[config.mk]
export PLATFORM = sky130hd
export DESIGN_NAME = wb_alu
export DESIGN_NICKNAME = d
export VERILOG_FILES = /design/src/rtl/wb_alu_pkg.sv /design/src/rtl/wb_alu_arith.sv /design/src/rtl/wb_alu_shift.sv /design/src/rtl/wb_alu_logic.sv /design/src/rtl/wb_alu.sv
export SDC_FILE = /design/constraint.sdc
export NUM_CORES = 1
export LEC_CHECK = 0
export CORE_AREA = 2 2 95 79
export DETAILED_ROUTE_END_ITERATION = 10
export DIE_AREA = 0 0 97 81
export PLACE_DENSITY = 0.84
export SYNTH_ARGS = -nofsm -noshare
export SYNTH_HDL_FRONTEND = slang
export SYNTH_HIERARCHICAL = 1
export SYNTH_SLANG_ARGS = --single-unit
[constraint.sdc]
create_clock -name vclk -period 7.8
set_clock_uncertainty 0.15 [all_clocks]
set_input_delay 1.56 -clock vclk [all_inputs]
set_output_delay 1.56 -clock vclk [all_outputs]
set_load 0.1 [all_outputs]
[src/rtl/wb_alu_pkg.sv]
package wb_alu_pkg;

    localparam int OP_W = 5;

    typedef enum logic [OP_W-1:0] {
        OP_MOV  = 5'd0,
        OP_CMP  = 5'd1,
        OP_BIT  = 5'd2,
        OP_BIC  = 5'd3,
        OP_BIS  = 5'd4,
        OP_ADD  = 5'd5,
        OP_SUB  = 5'd6,
        OP_CLR  = 5'd7,
        OP_COM  = 5'd8,
        OP_INC  = 5'd9,
        OP_DEC  = 5'd10,
        OP_NEG  = 5'd11,
        OP_ADC  = 5'd12,
        OP_SBC  = 5'd13,
        OP_TST  = 5'd14,
        OP_ROR  = 5'd15,
        OP_ROL  = 5'd16,
        OP_ASR  = 5'd17,
        OP_ASL  = 5'd18,
        OP_SWAB = 5'd19,
        OP_SXT  = 5'd20
    } op_e;

    typedef struct packed {
        logic n;
        logic z;
        logic v;
        logic c;
    } flags_t;

    // Operation may be narrowed to the low byte
    function automatic logic byte_capable(op_e op);
        return (op <= OP_BIS) || ((op >= OP_CLR) && (op <= OP_ASL));
    endfunction

    // Operation only updates flags
    function automatic logic flags_only(op_e op);
        return (op == OP_CMP) || (op == OP_BIT) || (op == OP_TST);
    endfunction

endpackage

[src/rtl/wb_alu_arith.sv]
module wb_alu_arith
    import wb_alu_pkg::*;
#(
    parameter int WORD_W = 16
) (
    input  op_e               op,
    input  logic              narrow,
    input  logic [WORD_W-1:0] src,
    input  logic [WORD_W-1:0] dst,
    input  logic              c_in,
    output logic [WORD_W-1:0] sum,
    output logic              cout,
    output logic              ovf
);
    localparam int HALF_W = WORD_W / 2;

    logic [WORD_W-1:0] x, y;
    logic              cin;
    logic [WORD_W:0]   full;
    logic [HALF_W:0]   low;
    logic              sx, sy, sr;

    // All adder-based operations reduce to x + y + cin
    always_comb begin
        x   = dst;
        y   = '0;
        cin = 1'b0;
        unique case (op)
            OP_ADD: y = src;
            OP_SUB: begin y = ~src; cin = 1'b1; end
            OP_CMP: begin x = src; y = ~dst; cin = 1'b1; end
            OP_INC: cin = 1'b1;
            OP_DEC: y = '1;
            OP_NEG: begin x = '0; y = ~dst; cin = 1'b1; end
            OP_ADC: cin = c_in;
            OP_SBC: begin y = '1; cin = ~c_in; end
            default: ;
        endcase
    end

    always_comb begin
        full = {1'b0, x} + {1'b0, y} + {{WORD_W{1'b0}}, cin};
        low  = {1'b0, x[HALF_W-1:0]} + {1'b0, y[HALF_W-1:0]} + {{HALF_W{1'b0}}, cin};
        sum  = full[WORD_W-1:0];
        cout = narrow ? low[HALF_W] : full[WORD_W];
        sx   = narrow ? x[HALF_W-1] : x[WORD_W-1];
        sy   = narrow ? y[HALF_W-1] : y[WORD_W-1];
        sr   = narrow ? low[HALF_W-1] : full[WORD_W-1];
        ovf  = (sx == sy) && (sr != sx);
    end

endmodule

[src/rtl/wb_alu_shift.sv]
module wb_alu_shift
    import wb_alu_pkg::*;
#(
    parameter int WORD_W = 16
) (
    input  op_e               op,
    input  logic              narrow,
    input  logic [WORD_W-1:0] dst,
    input  logic              c_in,
    output logic [WORD_W-1:0] res,
    output logic              c_out
);
    localparam int HALF_W = WORD_W / 2;

    logic [HALF_W-1:0] lo;
    logic [WORD_W-1:0] wd;
    logic              top_l, top_w;

    always_comb begin
        lo    = dst[HALF_W-1:0];
        wd    = dst;
        top_l = lo[HALF_W-1];
        top_w = wd[WORD_W-1];
        res   = dst;
        c_out = c_in;
        unique case (op)
            OP_ROR: begin
                c_out = dst[0];
                res   = narrow ? {dst[WORD_W-1:HALF_W], c_in, lo[HALF_W-1:1]}
                               : {c_in, wd[WORD_W-1:1]};
            end
            OP_ROL: begin
                c_out = narrow ? top_l : top_w;
                res   = narrow ? {dst[WORD_W-1:HALF_W], lo[HALF_W-2:0], c_in}
                               : {wd[WORD_W-2:0], c_in};
            end
            OP_ASR: begin
                c_out = dst[0];
                res   = narrow ? {dst[WORD_W-1:HALF_W], top_l, lo[HALF_W-1:1]}
                               : {top_w, wd[WORD_W-1:1]};
            end
            OP_ASL: begin
                c_out = narrow ? top_l : top_w;
                res   = narrow ? {dst[WORD_W-1:HALF_W], lo[HALF_W-2:0], 1'b0}
                               : {wd[WORD_W-2:0], 1'b0};
            end
            default: ;
        endcase
    end

endmodule

[src/rtl/wb_alu_logic.sv]
module wb_alu_logic
    import wb_alu_pkg::*;
#(
    parameter int WORD_W = 16
) (
    input  op_e               op,
    input  logic [WORD_W-1:0] src,
    input  logic [WORD_W-1:0] dst,
    input  logic              n_in,
    output logic [WORD_W-1:0] res
);
    localparam int HALF_W = WORD_W / 2;

    always_comb begin
        unique case (op)
            OP_MOV:  res = src;
            OP_BIT:  res = src & dst;
            OP_BIC:  res = ~src & dst;
            OP_BIS:  res = src | dst;
            OP_CLR:  res = '0;
            OP_COM:  res = ~dst;
            OP_SWAB: res = {dst[HALF_W-1:0], dst[WORD_W-1:HALF_W]};
            OP_SXT:  res = {WORD_W{n_in}};
            default: res = dst;
        endcase
    end

endmodule

[src/rtl/wb_alu.sv]
module wb_alu
    import wb_alu_pkg::*;
#(
    parameter int WORD_W = 16
) (
    input  logic [4:0]        op_i,
    input  logic              byte_i,
    input  logic [WORD_W-1:0] src_i,
    input  logic [WORD_W-1:0] dst_i,
    input  logic [3:0]        flags_i,
    output logic [WORD_W-1:0] res_o,
    output logic              wr_en_o,
    output logic [3:0]        flags_o
);
    localparam int HALF_W = WORD_W / 2;

    typedef enum logic [1:0] {CLS_LOGIC, CLS_ARITH, CLS_SHIFT} cls_e;

    op_e    op;
    flags_t fin, fout;
    logic   narrow, known;
    cls_e   cls;

    logic [WORD_W-1:0] ar_res, sh_res, lg_res, raw, r;
    logic              ar_cout, ar_ovf, sh_c;
    logic              ns, zs;

    assign op     = op_e'(op_i);
    assign fin    = flags_t'(flags_i);
    assign known  = (op_i <= 5'd20);
    assign narrow = byte_i && known && byte_capable(op);

    wb_alu_arith #(.WORD_W(WORD_W)) u_arith (
        .op(op), .narrow(narrow), .src(src_i), .dst(dst_i), .c_in(fin.c),
        .sum(ar_res), .cout(ar_cout), .ovf(ar_ovf)
    );

    wb_alu_shift #(.WORD_W(WORD_W)) u_shift (
        .op(op), .narrow(narrow), .dst(dst_i), .c_in(fin.c),
        .res(sh_res), .c_out(sh_c)
    );

    wb_alu_logic #(.WORD_W(WORD_W)) u_logic (
        .op(op), .src(src_i), .dst(dst_i), .n_in(fin.n), .res(lg_res)
    );

    always_comb begin
        unique case (op)
            OP_ADD, OP_SUB, OP_CMP, OP_INC, OP_DEC,
            OP_NEG, OP_ADC, OP_SBC:         cls = CLS_ARITH;
            OP_ROR, OP_ROL, OP_ASR, OP_ASL: cls = CLS_SHIFT;
            default:                        cls = CLS_LOGIC;
        endcase
        unique case (cls)
            CLS_ARITH: raw = ar_res;
            CLS_SHIFT: raw = sh_res;
            default:   raw = lg_res;
        endcase
        r  = narrow ? {dst_i[WORD_W-1:HALF_W], raw[HALF_W-1:0]} : raw;
        ns = narrow ? r[HALF_W-1] : r[WORD_W-1];
        zs = narrow ? (r[HALF_W-1:0] == '0) : (r == '0);
    end

    always_comb begin
        fout = '{n: ns, z: zs, v: 1'b0, c: fin.c};
        unique case (op)
            OP_MOV, OP_BIT, OP_BIC, OP_BIS: ;
            OP_ADD, OP_ADC:                 begin fout.v = ar_ovf; fout.c = ar_cout;  end
            OP_SUB, OP_CMP, OP_SBC:         begin fout.v = ar_ovf; fout.c = ~ar_cout; end
            OP_INC, OP_DEC:                 fout.v = ar_ovf;
            OP_NEG:                         begin fout.v = ar_ovf; fout.c = ~zs; end
            OP_CLR, OP_TST:                 fout.c = 1'b0;
            OP_COM:                         fout.c = 1'b1;
            OP_ROR, OP_ROL, OP_ASR, OP_ASL: begin fout.c = sh_c; fout.v = ns ^ sh_c; end
            OP_SWAB: fout = '{n: r[HALF_W-1], z: (r[HALF_W-1:0] == '0), v: 1'b0, c: 1'b0};
            OP_SXT:  fout = '{n: fin.n, z: ~fin.n, v: 1'b0, c: fin.c};
            default: fout = fin;
        endcase
    end

    assign res_o   = r;
    assign wr_en_o = known && !flags_only(op);
    assign flags_o = fout;

    // Checks on relations between the separately built pieces
    always_comb begin
        if (narrow) begin
            AST_UPPER_BYTE_KEPT: assert (res_o[WORD_W-1:HALF_W] == dst_i[WORD_W-1:HALF_W])
                else $error("upper byte disturbed in byte mode");
        end
        if (op_i == 5'd7) begin
            AST_CLEAR_FLAGS: assert (res_o[HALF_W-1:0] == '0 && flags_o == 4'b0100)
                else $error("clear flags wrong");
        end
        if (op_i == 5'd8) begin
            AST_COMPLEMENT_CARRY: assert (flags_o[0] && !flags_o[1])
                else $error("complement flags wrong");
        end
        if (op_i >= 5'd15 && op_i <= 5'd18) begin
            AST_SHIFT_OVERFLOW: assert (flags_o[1] == (flags_o[3] ^ flags_o[0]))
                else $error("shift overflow flag wrong");
        end
        if (op_i == 5'd20) begin
            AST_SIGN_EXTEND_FILL: assert ((res_o == '0) || (res_o == '1))
                else $error("sign extend not uniform");
        end
        if (op_i > 5'd20) begin
            AST_UNDEFINED_QUIET: assert (!wr_en_o && flags_o == flags_i)
                else $error("undefined code had an effect");
        end
        if (op_i == 5'd1 || op_i == 5'd2 || op_i == 5'd14) begin
            AST_FLAGS_ONLY_NO_WRITE: assert (!wr_en_o)
                else $error("flag-only operation requested write");
        end
    end

endmodule

======== Word level (Yosys, flattened, before mapping) ========
Memories as Yosys holds them, arrays and structs flattened.
Index checks and enable logic that the tools add are counted.
storage, ports and cells
  register bits ........................... 0
  latch bits .............................. 0
  memory bits (writable) .................. 0
  bits in read-only memories .............. 64
  word-level logic and storage cells ...... 89
  memories ................................ 1
operators by class
  add/sub/neg operators ................... 4
  $mul .................................... 0
  div/mod/pow operators ................... 0
  $lt $le $gt $ge ......................... 4
  equal/unequal tests ..................... 24
  shift operators ......................... 0
  mux-type cells .......................... 22
  bitwise logic cells ..................... 10
  reduce and logical (&&, ||, !) cells .... 24
memories
  memory            depth  bits a word  rd ports  clocked after Yosys merged registers in  wr ports  line          RTL
  (name not given)  32     2            1         0                                        0         wb_alu.sv:48  unique case (op)
operators with widths
  cell                                           count
  one-hot mux 16 bit (4 select lines)            2
  one-hot mux 16 bit (8 select lines)            1
  2-to-1 mux 16 bit                              4
  one-hot mux 16 bit (2 select lines)            2
  == test 5 x 4 -> 1 bit, second input constant  8
  AND 16 bit                                     2
  inverter 16 bit                                2
  == test 5 bit, second input constant           5
  == test 5 x 3 -> 1 bit, second input constant  4
  OR reduction 19 bit                            1
  adder 16 x 16 -> 17 bit                        1
  adder 17 x 1 -> 17 bit                         1
  logical NOT 16 bit                             1
  OR 16 bit                                      1
  2-to-1 mux 15 bit                              1
  == test 5 x 2 -> 1 bit, second input constant  2
  <= comparator 5 bit, second input constant     2
  OR reduction 2 bit                             5
  adder 8 x 8 -> 9 bit                           1
  adder 9 x 1 -> 9 bit                           1
  OR reduction 9 bit                             1
  logical NOT 8 bit                              1
  OR reduction 4 bit                             2
  OR reduction 8 bit                             1
  other kinds (19)                               36

======== Depth between registers and ports, before layout ========
Gate-level depths: netlist of the first run.
  depth in word-level cells ............... 12
  mapped depth ............................ 20
  mapped depth without buffers ............ 20

======== Hierarchy ========
The synthesis of the first run kept the hierarchy.
by module, submodules not included
  module        instances  cells each  area each (µm²)
  wb_alu_arith  1          209         1505.2
  wb_alu        1          184         1126.1
  wb_alu_logic  1          125         775.7
  wb_alu_shift  1          66          478.0

======== Worst setup path before layout of the first run ========
No wires, ideal clock.
  path kind ............................... input -> output
  from .................................... input port op_i[2]
  to ...................................... output port flags_o[0]
  arrival ................................. 7925 ps
  required time ........................... 6090 ps
  setup slack ............................. -1835 ps
  stages .................................. 15
  path buffers ............................ 3
  cell sequence ........................... buf_2 -> nor3b_2 -> nand2_1 -> buf_2 -> buf_1 -> a22o_1 -> fa_1 -> fa_1 -> xor2_1 -> a22oi_1 -> o21ai_0 -> nor4_1 -> nand4_1 -> o21ai_1 -> a21oi_1
between the ends
  elaborated cells between the ends (all ways) .. 65
RTL lines
  item                                                                     line                RTL
  from (decl)                                                              wb_alu.sv:6         input logic [4:0] op_i,
  == test 5 x 4 -> 1 bit / == test 5 x 1 -> 1 bit (equally long branches)  wb_alu_arith.sv:28  unique case (op)
  OR reduction 2 bit (no source line)                                      n/a
  one-hot mux 16 bit (4 select lines)                                      wb_alu_arith.sv:28
  adder 16 x 16 -> 17 bit                                                  wb_alu_arith.sv:42  full = {1'b0, x} + {1'b0, y} + {{WORD_W{1'b0}}, cin};
  adder 17 x 1 -> 17 bit (*)                                               wb_alu_arith.sv:42
  named net ar_res[2]                                                      wb_alu.sv:24        logic [WORD_W-1:0] ar_res, sh_res, lg_res, raw, r;
  one-hot mux 16 bit (2 select lines) (*)                                  wb_alu.sv:54        unique case (cls)
  2-to-1 mux 16 bit (*)                                                    wb_alu.sv:59        r = narrow ? {dst_i[WORD_W-1:HALF_W], raw[HALF_W-1:0]} : raw;
  named net res_o[2]                                                       wb_alu.sv:11        output logic [WORD_W-1:0] res_o,
  logical NOT 16 bit / logical NOT 8 bit (equally long branches)           wb_alu.sv:61        zs = narrow ? (r[HALF_W-1:0] == '0) : (r == '0);
  2-to-1 mux 1 bit (*)                                                     wb_alu.sv:61
  inverter 1 bit (*)                                                       wb_alu.sv:71        OP_NEG: begin fout.v = ar_ovf; fout.c = ~zs; end
  one-hot mux 1 bit (6 select lines) (*)                                   wb_alu.sv:66        unique case (op)
  to (decl)                                                                wb_alu.sv:13        output logic [3:0] flags_o
The timed path passes the listed nets; every way through them passes the cells marked *.

======== Worst setup path after layout of the first run ========
  from .................................... input port op_i[3]
  to ...................................... output port flags_o[2]
between the ends
  elaborated cells between the ends (all ways) .. 53
RTL lines
  item                                                                     line
  == test 5 x 4 -> 1 bit / == test 5 x 1 -> 1 bit (equally long branches)  wb_alu_arith.sv:28
  OR reduction 2 bit (no source line)                                      n/a
  one-hot mux 16 bit (4 select lines)                                      wb_alu_arith.sv:28
  adder 16 x 16 -> 17 bit                                                  wb_alu_arith.sv:42
  adder 17 x 1 -> 17 bit (*)                                               wb_alu_arith.sv:42
  named net ar_res[12]                                                     wb_alu.sv:24
  one-hot mux 16 bit (2 select lines) (*)                                  wb_alu.sv:54
  2-to-1 mux 16 bit (*)                                                    wb_alu.sv:59
  logical NOT 16 bit (*)                                                   wb_alu.sv:61
  2-to-1 mux 1 bit (*)                                                     wb_alu.sv:61
  one-hot mux 2 bit (3 select lines) (*)                                   wb_alu.sv:66
Marked as above.

==> flow_summary.rst, run 1 <==
.. list-table::
   :header-rows: 1

   * - Metric
     - Value
   * - Share of the synthesized netlist area taken by xor and xnor gates
     - 0.0699
   * - Area Overhead vs Synth
     - 29.5%
   * - Hold Path Sink
     - flags_o[2]
   * - Layout clock buffer count
     - 0
   * - Highest achievable clock rate
     - about 130 MHz
   * - Crit path buf inv count
     - 3
   * - Max-cap violations
     - 0
   * - Total of endpoints with negative setup slack in the final report
     - 0
   * - WS Path Type
     - in2out
   * - Die height
     - around 81 um
   * - Share of synthesized cell area in full adder, half adder and majority cells
     - 0.0841
   * - Register area share after synthesis
     - 0
   * - Number of violations reported at the end of detailed-routing iteration 0
     - 767
   * - Cell Chain, Critical Path
     - dlygate4sd2_1, buf_4, nor2b_1, o21ai_1, nor2_1, a21oi_1, nor2_1, fa_2, fa_2, a21o_1, a21oi_2, o21bai_2, a2111o_1, a21oi_2, xnor2_1, a22oi_1, o21ai_1, nor4_1, a21boi_1, nor3_2, o31a_2, buf_12
   * - Max-Slew Margin vs Limit
     - 0.359
   * - Routed wire length
     - around 15 mm
   * - Ranking of synthesized cells by area
     - nand2_1 (9.5%), ha_1 (7.1%), o21ai_0 (5.9%)
   * - Worst Slack Setup Final
     - 0.155 ns
   * - Cell with the most instances after synthesis
     - nand2_1
   * - Vias in the first global route
     - 4569
   * - Post-route antenna net violation count
     - 0
   * - Worst Max-Slew Pin Slew
     - 0.958 ns
   * - Post-synthesis instance area
     - around 0.0039 mm^2
   * - Routed via count
     - between 5000 and 6000
   * - Maximum cell stage delay along the critical path
     - approximately 0.47 ns
   * - Compound-gate portion of the synthesized area
     - 0.463
   * - Layout sequential cell count
     - 0
   * - Portion of synthesized cell area occupied by the leading cell type
     - 0.0947
   * - Clock period minus worst slack
     - approximately 7.6 ns
   * - Util after Layout
     - 0.715
   * - Leakage power summed over all cells
     - 2.09 nW
   * - Die boundary width
     - just under 100 um
   * - Result of the run
     - finished, final reports clean
   * - Ant. Diodes
     - 0
   * - # nets final
     - approximately 720
   * - Multi-input gate area in the final layout
     - between 0.003 and 0.004 mm^2
   * - Avg WL per Cell
     - ~20 um
   * - Routed vias/inst
     - 7.05
   * - Grt total ovfl
     - 0
   * - Row Count
     - 28
   * - Register area
     - 0 um^2
   * - Quantity of I/O buffers inserted on ports
     - 63
   * - Global routing usage summed across all routing layers
     - 0.341
   * - HPWL after DPL
     - roughly 11 mm
   * - Category of the worst setup path capture point
     - output port
   * - Final period utilization
     - 0.980
   * - Final Hold Vio Count
     - 0
   * - Worst endpoint data arrival time
     - between 5 and 6 ns
   * - Final RePlAce weighted congestion
     - 0.975
   * - Count of TritonRoute iterations in the first routing pass
     - 6
   * - Data required time of the worst path
     - about 6 ns
   * - Initial antenna violation count
     - 0
   * - Area leader, netlist
     - nand2_1
   * - Synthesized Nets
     - 650
   * - Global-route wire length before repair
     - between 20 and 25 mm
   * - Gate Count Post-Synth
     - ~600
   * - Per-instance average area after synthesis
     - approximately 6.7 um^2
   * - Layout cell share with drive strength beyond 1
     - 0.187
   * - Total Die Area
     - 0.00786 mm^2
   * - HP Class
     - in2out
   * - Hold path startpoint
     - flags_i[2]
   * - Count of cells along the worst hold path
     - 4
   * - Number of distinct standard cells referenced by the synthesized netlist
     - between 80 and 90
   * - Num ports
     - 63
   * - Kind of launch point of the worst setup path
     - primary input
   * - Number of warnings issued by yosys
     - 6
   * - Standard cell with the maximum stage delay on the critical path
     - a2111o_1
   * - Peak fanout along the critical path
     - 6
   * - Largest net degree at the start of global routing
     - 35
   * - Fill cell total of the finished layout
     - between 500 and 600
   * - Multiplexer area fraction after synthesis
     - 0.0103
   * - Combinational family with the most area after synthesis
     - compound AO/OA/AOI/OAI gates
   * - Initial core utilization
     - 0.552
   * - # DRC
     - 0
   * - Largest vdd supply drop
     - 117 uV
   * - Count of hold-fix buffers inserted at cts
     - 0
   * - Leading post-synthesis cells by instance count
     - nand2_1 (98), o21ai_0 (46), a21oi_1 (39)
   * - Core area
     - around 0.007 mm^2
   * - Cell class contributing the biggest share of worst-path delay
     - compound AO/OA/AOI/OAI gates
   * - Simple-gate share of the synthesized area
     - 0.291
   * - Setup Slack @ Placement
     - -0.101 ns
   * - Total power density per cell area
     - ~120 mW/mm^2
   * - Max-slew violations
     - 0
[worst max path at each step]
stage,start,endpoint,slack (ns),depth (start not counted)
floorplan,op_i[2],flags_o[0],-0.002,16
global placement,op_i[3],flags_o[2],-0.07,23
detailed placement,op_i[3],flags_o[2],-0.10,23
CTS,op_i[1],flags_o[2],0.02,23
global route,op_i[3],flags_o[2],-0.05,22
finish,op_i[3],flags_o[2],0.16,22
[metrics by stage]
stage	setup TNS (ns)	power [mW]	cells	hold slack (ns)	instance area (um^2)
floorplan	-0.00244	0.364	584	3.37	3920
global placement	-0.0670	0.546	735	3.78	4890
detailed placement	-0.161	0.557	735	3.79	4890
CTS	0	0.560	736	3.79	4900
global route	-0.0547	0.613	744	3.82	5030
finish	0	0.584	744	3.79	5030
[cell usage in the layout, fill, tap and decap left out, types with 4 or more instances in the layout]
master	synthesis	layout
o21ai_2	3	6
nor2_1	32	32
o21ai_1	18	20
o21a_1	5	5
o211ai_1	21	21
a22oi_1	23	23
nor4_1	4	4
o21ai_0	46	40
clkdlybuf4s50_1	0	38
buf_6	8	5
mux2i_1	4	4
inv_1	15	15
nor2b_1	8	8
nor3b_1	4	4
o2111ai_1	16	16
xor2_1	6	6
nand2_1	98	98
nand3_1	8	8
buf_4	6	44
a21oi_1	39	37
nand3b_1	6	6
xnor2_1	25	24
a22o_1	18	17
and2_2	7	7
a21oi_2	3	4
a31oi_1	5	5
ha_1	22	22
and2_1	4	4
a221o_1	9	9
and3_1	4	4
buf_12	0	19
nor3_1	6	5
a21o_1	8	8
[logic make-up after synthesis]
logic type,after synthesis
AOI/OAI and AO/OA,250
and+or+nand+nor,216
buffers and inverters,58
xor gates and xnor gates,31
adders and majority gates,25
muxes,4
[routing by layer]
layer,part of all wire,GRT usage,vias to the layer above,wire length [um]
li1,-,-,2362,-
met1,0.42,0.484,2382,6180
met4,0.026,0.114,0,389
met2,0.44,0.547,448,6480
met5,0,0,-,0
met3,0.12,0.0293,50,1750
[what timing repair did]
action / CTS / global route
buffers inserted: 1 / 7
pin swaps: 3 / 13
gates cloned: 0 / 1
endpoints found under the setup margin: 2 / 3
gates resized for setup: 4 / 21
[tightest hold or removal path: cells and delay by family]
kind                   cells  cell delay [ns]
AOI/OAI and AO/OA          1             0.13
and+or+nand+nor            1             0.14
buffers and inverters      2             0.55
[power breakdown]
part	total, mW	switching [mW]	internal, mW
clock network	0	0	0
registers	0	0	0
logic	0.584	0.357	0.227
[layout make-up]
class              count  share of cell area
repair buffers       112               0.240
inverters             16              0.0119
multi-input cells    526               0.726
well taps             90              0.0224
(Power assumes the default switching activity.)
==> inputs of run 2 (changes only) <==
- RECOVER_POWER: unset -> 50
==> run 2 against run 1 <==
Clock-buffer cell count did not move. Wire length is 0.18% lower. Cell count unchanged. Sequential cell count is the same. Worst hold slack worse by 0.0017 ns. Combinational power fell by 0.9%. Final area is 0.45% lower. Critical path type unchanged. Critical endpoint unchanged. Highest routed layer unchanged.
==> flow_summary.rst, run 2 (synthesis gave the netlist of run 1 again) <==
.. list-table::
   :header-rows: 1

   * - Metric
     - Value
   * - Maximum cell stage delay along the critical path
     - 0.48 ns (about the same)
   * - Final Hold Vio Count
     - 0 (unchanged)
   * - Largest vdd supply drop
     - 117 uV (-0.49%)
   * - Most used cells in the layout excluding fill and tap cells
     - nand2_1 (98), o21ai_0 (44), buf_4 (43)
   * - Setup Slack @ Placement
     - -0.101 ns (unchanged)
   * - Max-cap violations
     - 0 (unchanged)
   * - Largest net degree at the start of global routing
     - 35 (unchanged)
   * - HPWL after DPL
     - 10.8 mm (unchanged)
   * - Layout clock buffer count
     - 0 (unchanged)
   * - GRT met3 Usage
     - 0.0293 (unchanged)
   * - Core area
     - 0.00704 mm^2 (unchanged)
   * - Multi-input gate area in the final layout
     - 0.00363 mm^2 (-0.51%)
   * - Worst setup startpoint
     - op_i[3]
   * - Met2 track utilization from global routing
     - 0.547 (unchanged)
   * - Worst Max-Slew Pin Slew
     - 1.15 ns (+0.194 ns)
   * - Number of violations reported at the end of detailed-routing iteration 0
     - 743 (-3.1%)
   * - Post-route antenna net violation count
     - 0 (unchanged)
   * - Area Overhead vs Synth
     - 29.0%
   * - Clock period minus worst slack
     - 7.66 ns (+0.0159 ns)
   * - Row Count
     - 28 (unchanged)
   * - Highest achievable clock rate
     - 131 MHz (-0.21%)
   * - Worst Slack Setup Final
     - 0.140 ns (-0.0159 ns)
   * - Most congested layer reported by global routing
     - met2
   * - Layout cell share with drive strength beyond 1
     - 0.180 (-0.00612)
   * - Hold path startpoint
     - flags_i[2]
   * - # nets final
     - 722 (unchanged)
   * - Die height
     - 81 um (unchanged)
   * - Most common cell after layout, fill and taps aside
     - nand2_1
   * - Met1 demand-to-capacity share in global routing
     - 0.484 (unchanged)
   * - WS Path Type
     - in2out
   * - Worst endpoint data arrival time
     - 5.95 ns (+0.02 ns)
   * - Instance count on the critical path
     - 20 (-9.1%)
   * - Result of the run
     - finished, final reports clean
   * - Total power density per cell area
     - 116 mW/mm^2 (-0.32%)
   * - Peak fanout along the critical path
     - 6 (unchanged)
   * - Finished Cell Area
     - 0.00501 mm^2 (-0.45%)
   * - Final total power
     - 0.579 mW (-0.77%)
   * - Max-Slew Margin vs Limit
     - 0.235 (-0.124)
   * - Global routing usage summed across all routing layers
     - 0.341 (unchanged)
   * - Post-route worst hold slack
     - 3.79 ns (-0.00173 ns)
   * - Vias in the first global route
     - 4569 (unchanged)
   * - Count of hold-fix buffers inserted at cts
     - 0 (unchanged)
   * - Avg WL per Cell
     - 19.9 um (-0.18%)
   * - Fill cell total of the finished layout
     - 573 (+1.1%)
   * - HP Class
     - in2out
   * - Termination of the worst setup path
     - flags_o[2]
   * - Total Die Area
     - 0.00786 mm^2 (unchanged)
   * - Data required time of the worst path
     - 6.09 ns (about the same)
   * - Category of the worst setup path capture point
     - output port
   * - Routed vias/inst
     - 7.09 (+0.65%)
   * - Crit path buf inv count
     - 2 (-1)
   * - Quantity of I/O buffers inserted on ports
     - 63 (unchanged)
   * - Total cell area at the placement stage
     - 0.00489 mm^2 (unchanged)
   * - Routed wire length
     - 14.8 mm (-0.18%)
   * - Standard cell with the maximum stage delay on the critical path
     - a2111o_1
   * - Layout sequential cell count
     - 0 (unchanged)
   * - Cell class contributing the biggest share of worst-path delay
     - compound AO/OA/AOI/OAI gates
   * - Ant. Diodes
     - 0 (unchanged)
   * - Grt total ovfl
     - 0 (unchanged)
   * - Initial core utilization
     - 0.552 (unchanged)
   * - Routed via count
     - 5276 (+0.65%)
   * - Final period utilization
     - 0.982 (+0.00204)
   * - Num ports
     - 63 (unchanged)
   * - Kind of launch point of the worst setup path
     - primary input
   * - Global-route wire length before repair
     - 22.3 mm (unchanged)
   * - Max-slew violations
     - 0 (unchanged)
   * - Total of endpoints with negative setup slack in the final report
     - 0 (unchanged)
   * - Initial antenna violation count
     - 0 (unchanged)
   * - Register area
     - 0 um^2 (unchanged)
   * - Leakage power summed over all cells
     - 2.08 nW (-0.41%)
   * - # DRC
     - 0 (unchanged)
   * - Die boundary width
     - 97 um (unchanged)
   * - Final RePlAce weighted congestion
     - 0.975 (unchanged)
   * - Count of TritonRoute iterations in the first routing pass
     - 9 (+3)
   * - Cell Chain, Critical Path
     - dlygate4sd2_1, nand4bb_1, nor2_1, o21ai_0, o211ai_1, fa_2, fa_2, a21o_1, a21oi_2, o21bai_2, a2111o_1, a21oi_2, xnor2_1, a22oi_1, o21ai_1, nor4_1, a21boi_1, nor3_2, o31a_2, buf_12
## run 2: final cells by class
class,count,area share
multi-input cells,526,0.725
repair buffers,112,0.240
well taps,90,0.0225
inverters,16,0.0120
## run 2: worst min-delay path, delay by kind of cell
kind,cells,cell delay [ns]
simple gates,1,0.14
compound gates,1,0.13
buf+inv,2,0.55
## run 2: layer usage
layer | routed length [um] | vias to the layer above
met1 | 6150 | 2426
met3 | 1690 | 53
met5 | 0 | -
li1 | - | 2362
met4 | 442 | 0
met2 | 6500 | 435
## run 2: stage by stage
stage,TNS [ns],instances,utilization
after floorplan,-0.00244,584,-
after global placement,-0.0670,735,0.694
after detailed placement,-0.161,735,0.694
after CTS,0,736,0.696
after global routing,-0.0547,744,0.711
final,0,744,0.711
## run 2: report_power, final
| group | total, mW | leakage, nW | internal, mW | switching, mW |
|---|---|---|---|---|
| clock | 0 | 0 | 0 | 0 |
| combinational | 0.579 | 2.08 | 0.225 | 0.355 |
| sequential | 0 | 0 | 0 | 0 |
## run 2: worst min-delay path by stage
stage,to,cells past startpoint
6_report,flags_o[2],4
5_1_grt,flags_o[2],4
4_1_cts,flags_o[2],4
3_5_place_dp,flags_o[2],4
3_3_place_gp,flags_o[2],4
2_1_floorplan,flags_o[2],2
## run 2: repair_timing
action	4_1_cts	5_1_grt
gates cloned	0	1
buffers inserted	1	7
endpoints found under the setup margin	2	3
resized for setup	4	21
pin swaps	3	13
==> inputs of run 3 (changes only) <==
- ABC_AREA: unset -> 1
- CORE_AREA: 2 2 95 79 -> 2 2 103 85
- DIE_AREA: 0 0 97 81 -> 0 0 105 87
==> run 3 against run 2 <==
Fmax increased by 3.0%. Sequential share of layout area unchanged. Critical path depth rose by 6. Sequential cell count is the same. Via count grew 22%. Largest power group unchanged.
==> flow_summary.rst, run 3 <==
.. list-table::
   :header-rows: 1

   * - Metric
     - Value
   * - Result of the run
     - finished, final reports clean
   * - Area leader, netlist
     - nand2_1
   * - Total power density per cell area
     - 102 mW/mm^2 (-12%)
   * - Quantity of I/O buffers inserted on ports
     - 63 (unchanged)
   * - Total of endpoints with negative setup slack in the final report
     - 0 (unchanged)
   * - Number of violations reported at the end of detailed-routing iteration 0
     - 769 (+3.5%)
   * - Peak fanout along the critical path
     - 17 (+11)
   * - Post-route worst hold slack
     - 3.79 ns (-0.00224 ns)
   * - Post-route antenna net violation count
     - 0 (unchanged)
   * - Leading post-synthesis cells by instance count
     - nand2_1 (294), nor2_1 (137), inv_1 (125)
   * - HP Class
     - in2out
   * - Cell with the most instances after synthesis
     - nand2_1
   * - Max-Slew Margin vs Limit
     - 0.221 (-0.0140)
   * - Layout sequential cell count
     - 0 (unchanged)
   * - # nets final
     - 1060 (+47%)
   * - WS Path Type
     - in2out
   * - Portion of synthesized cell area occupied by the leading cell type
     - 0.235 (+0.140)
   * - Layout clock buffer count
     - 0 (unchanged)
   * - Post-synthesis instance area
     - 0.00469 mm^2 (+21%)
   * - Ranking of synthesized cells by area
     - nand2_1 (24%), nor2_1 (11%), inv_1 (10%)
   * - Final RePlAce weighted congestion
     - 1.07 (+9.4%)
   * - Area Overhead vs Synth
     - 19.2%
   * - Count of hold-fix buffers inserted at cts
     - 0 (unchanged)
   * - Fraction of power consumed by sequential logic
     - 0 (unchanged)
   * - Category of the worst setup path capture point
     - output port
   * - Register area
     - 0 um^2 (unchanged)
   * - Avg WL per Cell
     - 15.7 um (-21%)
   * - Number of warnings issued by yosys
     - 6 (unchanged)
   * - Per-instance average area after synthesis
     - 5.02 um^2 (-25%)
   * - Total Die Area
     - 0.00914 mm^2 (+16%)
   * - Most common cell after layout, fill and taps aside
     - nand2_1
   * - Max-cap violations
     - 0 (unchanged)
   * - Initial antenna violation count
     - 0 (unchanged)
   * - Routed wire length
     - 17.3 mm (+17%)
   * - Count of TritonRoute iterations in the first routing pass
     - 7 (-2)
   * - Number of distinct standard cells referenced by the synthesized netlist
     - 46 (-47%)
   * - Ant. Diodes
     - 0 (unchanged)
   * - Internal power
     - 0.183 mW (-18%)
   * - Count of cells along the worst hold path
     - 4 (unchanged)
   * - Sw frac
     - 0.679 (+0.0671)
   * - Vias in the first global route
     - 5595 (+22%)
   * - Num ports
     - 63 (unchanged)
   * - Largest vdd supply drop
     - 86.2 uV (-26%)
   * - Kind of launch point of the worst setup path
     - primary input
   * - Clock power share
     - 0 (unchanged)
   * - Final period utilization
     - 0.954 (-0.0284)
   * - Initial core utilization
     - 0.574 (+0.0218)
   * - HPWL after DPL
     - 13.3 mm (+23%)
   * - Max-slew violations
     - 0 (unchanged)
   * - Gate Count Post-Synth
     - 935 (+60%)
   * - # DRC
     - 0 (unchanged)
   * - Die boundary width
     - 105 um (+8.2%)
   * - Worst endpoint data arrival time
     - 5.73 ns (-0.22 ns)
   * - Most used cells in the layout excluding fill and tap cells
     - nand2_1 (293), nor2_1 (137), inv_1 (125)
   * - Setup TNS
     - 0 ns (unchanged)
   * - Highest achievable clock rate
     - 134 MHz (+3.0%)
   * - Synthesized Nets
     - 1001 (+54%)
   * - Clock period minus worst slack
     - 7.44 ns (-0.222 ns)
   * - Register area share after synthesis
     - 0 (unchanged)
   * - Leakage power summed over all cells
     - 3.17 nW (+53%)
   * - Largest net degree at the start of global routing
     - 32 (-8.6%)
   * - Data required time of the worst path
     - 6.09 ns (about the same)
   * - Global-route wire length before repair
     - 27.3 mm (+22%)
   * - Die height
     - 87 um (+7.4%)
   * - Routed vias/inst
     - 5.81 (-18%)
   * - Unrepaired setup endpoints after global routing
     - no
   * - Grt total ovfl
     - 0 (unchanged)
   * - Part of the total power dissipated in combinational logic
     - 1.000 (about the same)
   * - Global routing usage summed across all routing layers
     - 0.366 (+0.0251)
   * - Row Count
     - 30 (+7.1%)
   * - Net switching power
     - 0.388 mW (+9.5%)
   * - Layout cell share with drive strength beyond 1
     - 0.106 (-0.0746)
   * - Routed via count
     - 6416 (+22%)
   * - Worst Max-Slew Pin Slew
     - 1.17 ns (+0.0211 ns)
   * - Number of cells upsized or downsized after cts
     - 0 (-4)
   * - Core area
     - 0.00818 mm^2 (+16%)
   * - Number of buffers inserted by post-CTS setup repair
     - 0 (-1)
   * - Final Hold Vio Count
     - 0 (unchanged)
==> run 3: critical path, stage by stage <==
cell and delay [ns]:
clkdlybuf4s50_1 0.55, inv_1 0.15, nand3_2 0.11, nor2_2 0.06, nor2_8 0.08, buf_4 0.23, o21ai_0 0.11, a21oi_1 0.14
o21ai_1 0.09, ha_1 0.37, nand2_1 0.11, inv_1 0.07, a21oi_1 0.14, nand2_1 0.15, nand2_1 0.15, nand2_1 0.14
a22o_1 0.27, nand2_1 0.08, o21ai_2 0.11, nor2_1 0.11, nand2_1 0.05, nor4_1 0.25, buf_4 0.20, nand3_1 0.09
nand4_1 0.14, buf_12 0.19
==> run 3: cell families (layout without fill, tap and decap cells) <==
family,count (synthesis),after routing,synth area share
AND/OR/NAND/NOR,596,596,0.566
buffers and inverters,170,227,0.157
AO/OA/AOI/OAI,127,127,0.174
adder cells (fa/ha/maj),24,24,0.0672
XOR/XNOR,11,11,0.0205
multiplexers,7,7,0.0149
==> run 3: per-layer routing <==
metal,vias to the layer above,global-route usage,part of all wire
met5,-,0,0
met4,0,0.0921,0.023
met3,56,0.0800,0.14
met2,422,0.596,0.43
met1,2796,0.492,0.42
li1,3142,-,-
==> run 3: final timing paths <==
kind / start / endpoint / slack [ns]
setup / recovery: op_i[4] / flags_o[2] / 0.36
hold / removal: flags_i[1] / flags_o[1] / 3.79
==> run 3: area by class of cell <==
type | instances | area [um^2]
well taps | 112 | 140
inverters | 139 | 522
fillers | 832 | 2590
repair buffers | 88 | 961
multi-input cells | 765 | 3970
==> run 3: power by group through the flow <==
stage                     Combinational (mW)  Clock [mW]  Sequential, mW
after floorplan                        0.380           0               0
after global placement                 0.564           0               0
after detailed placement               0.567           0               0
after CTS                              0.568           0               0
after global routing                   0.605           0               0
final                                  0.572           0               0
==> run 3: stage by stage <==
stage	total power, mW	cell area, um^2	worst slack, ns	utilization	cells
global route	0.605	5590	0.0000959	0.683	1104
finish	0.572	5590	0.361	0.683	1104
floorplan	0.380	4710	0.0728	-	935
CTS	0.568	5610	0.339	0.685	1104
detailed placement	0.567	5610	0.370	0.685	1104
global placement	0.564	5610	0.405	0.685	1104
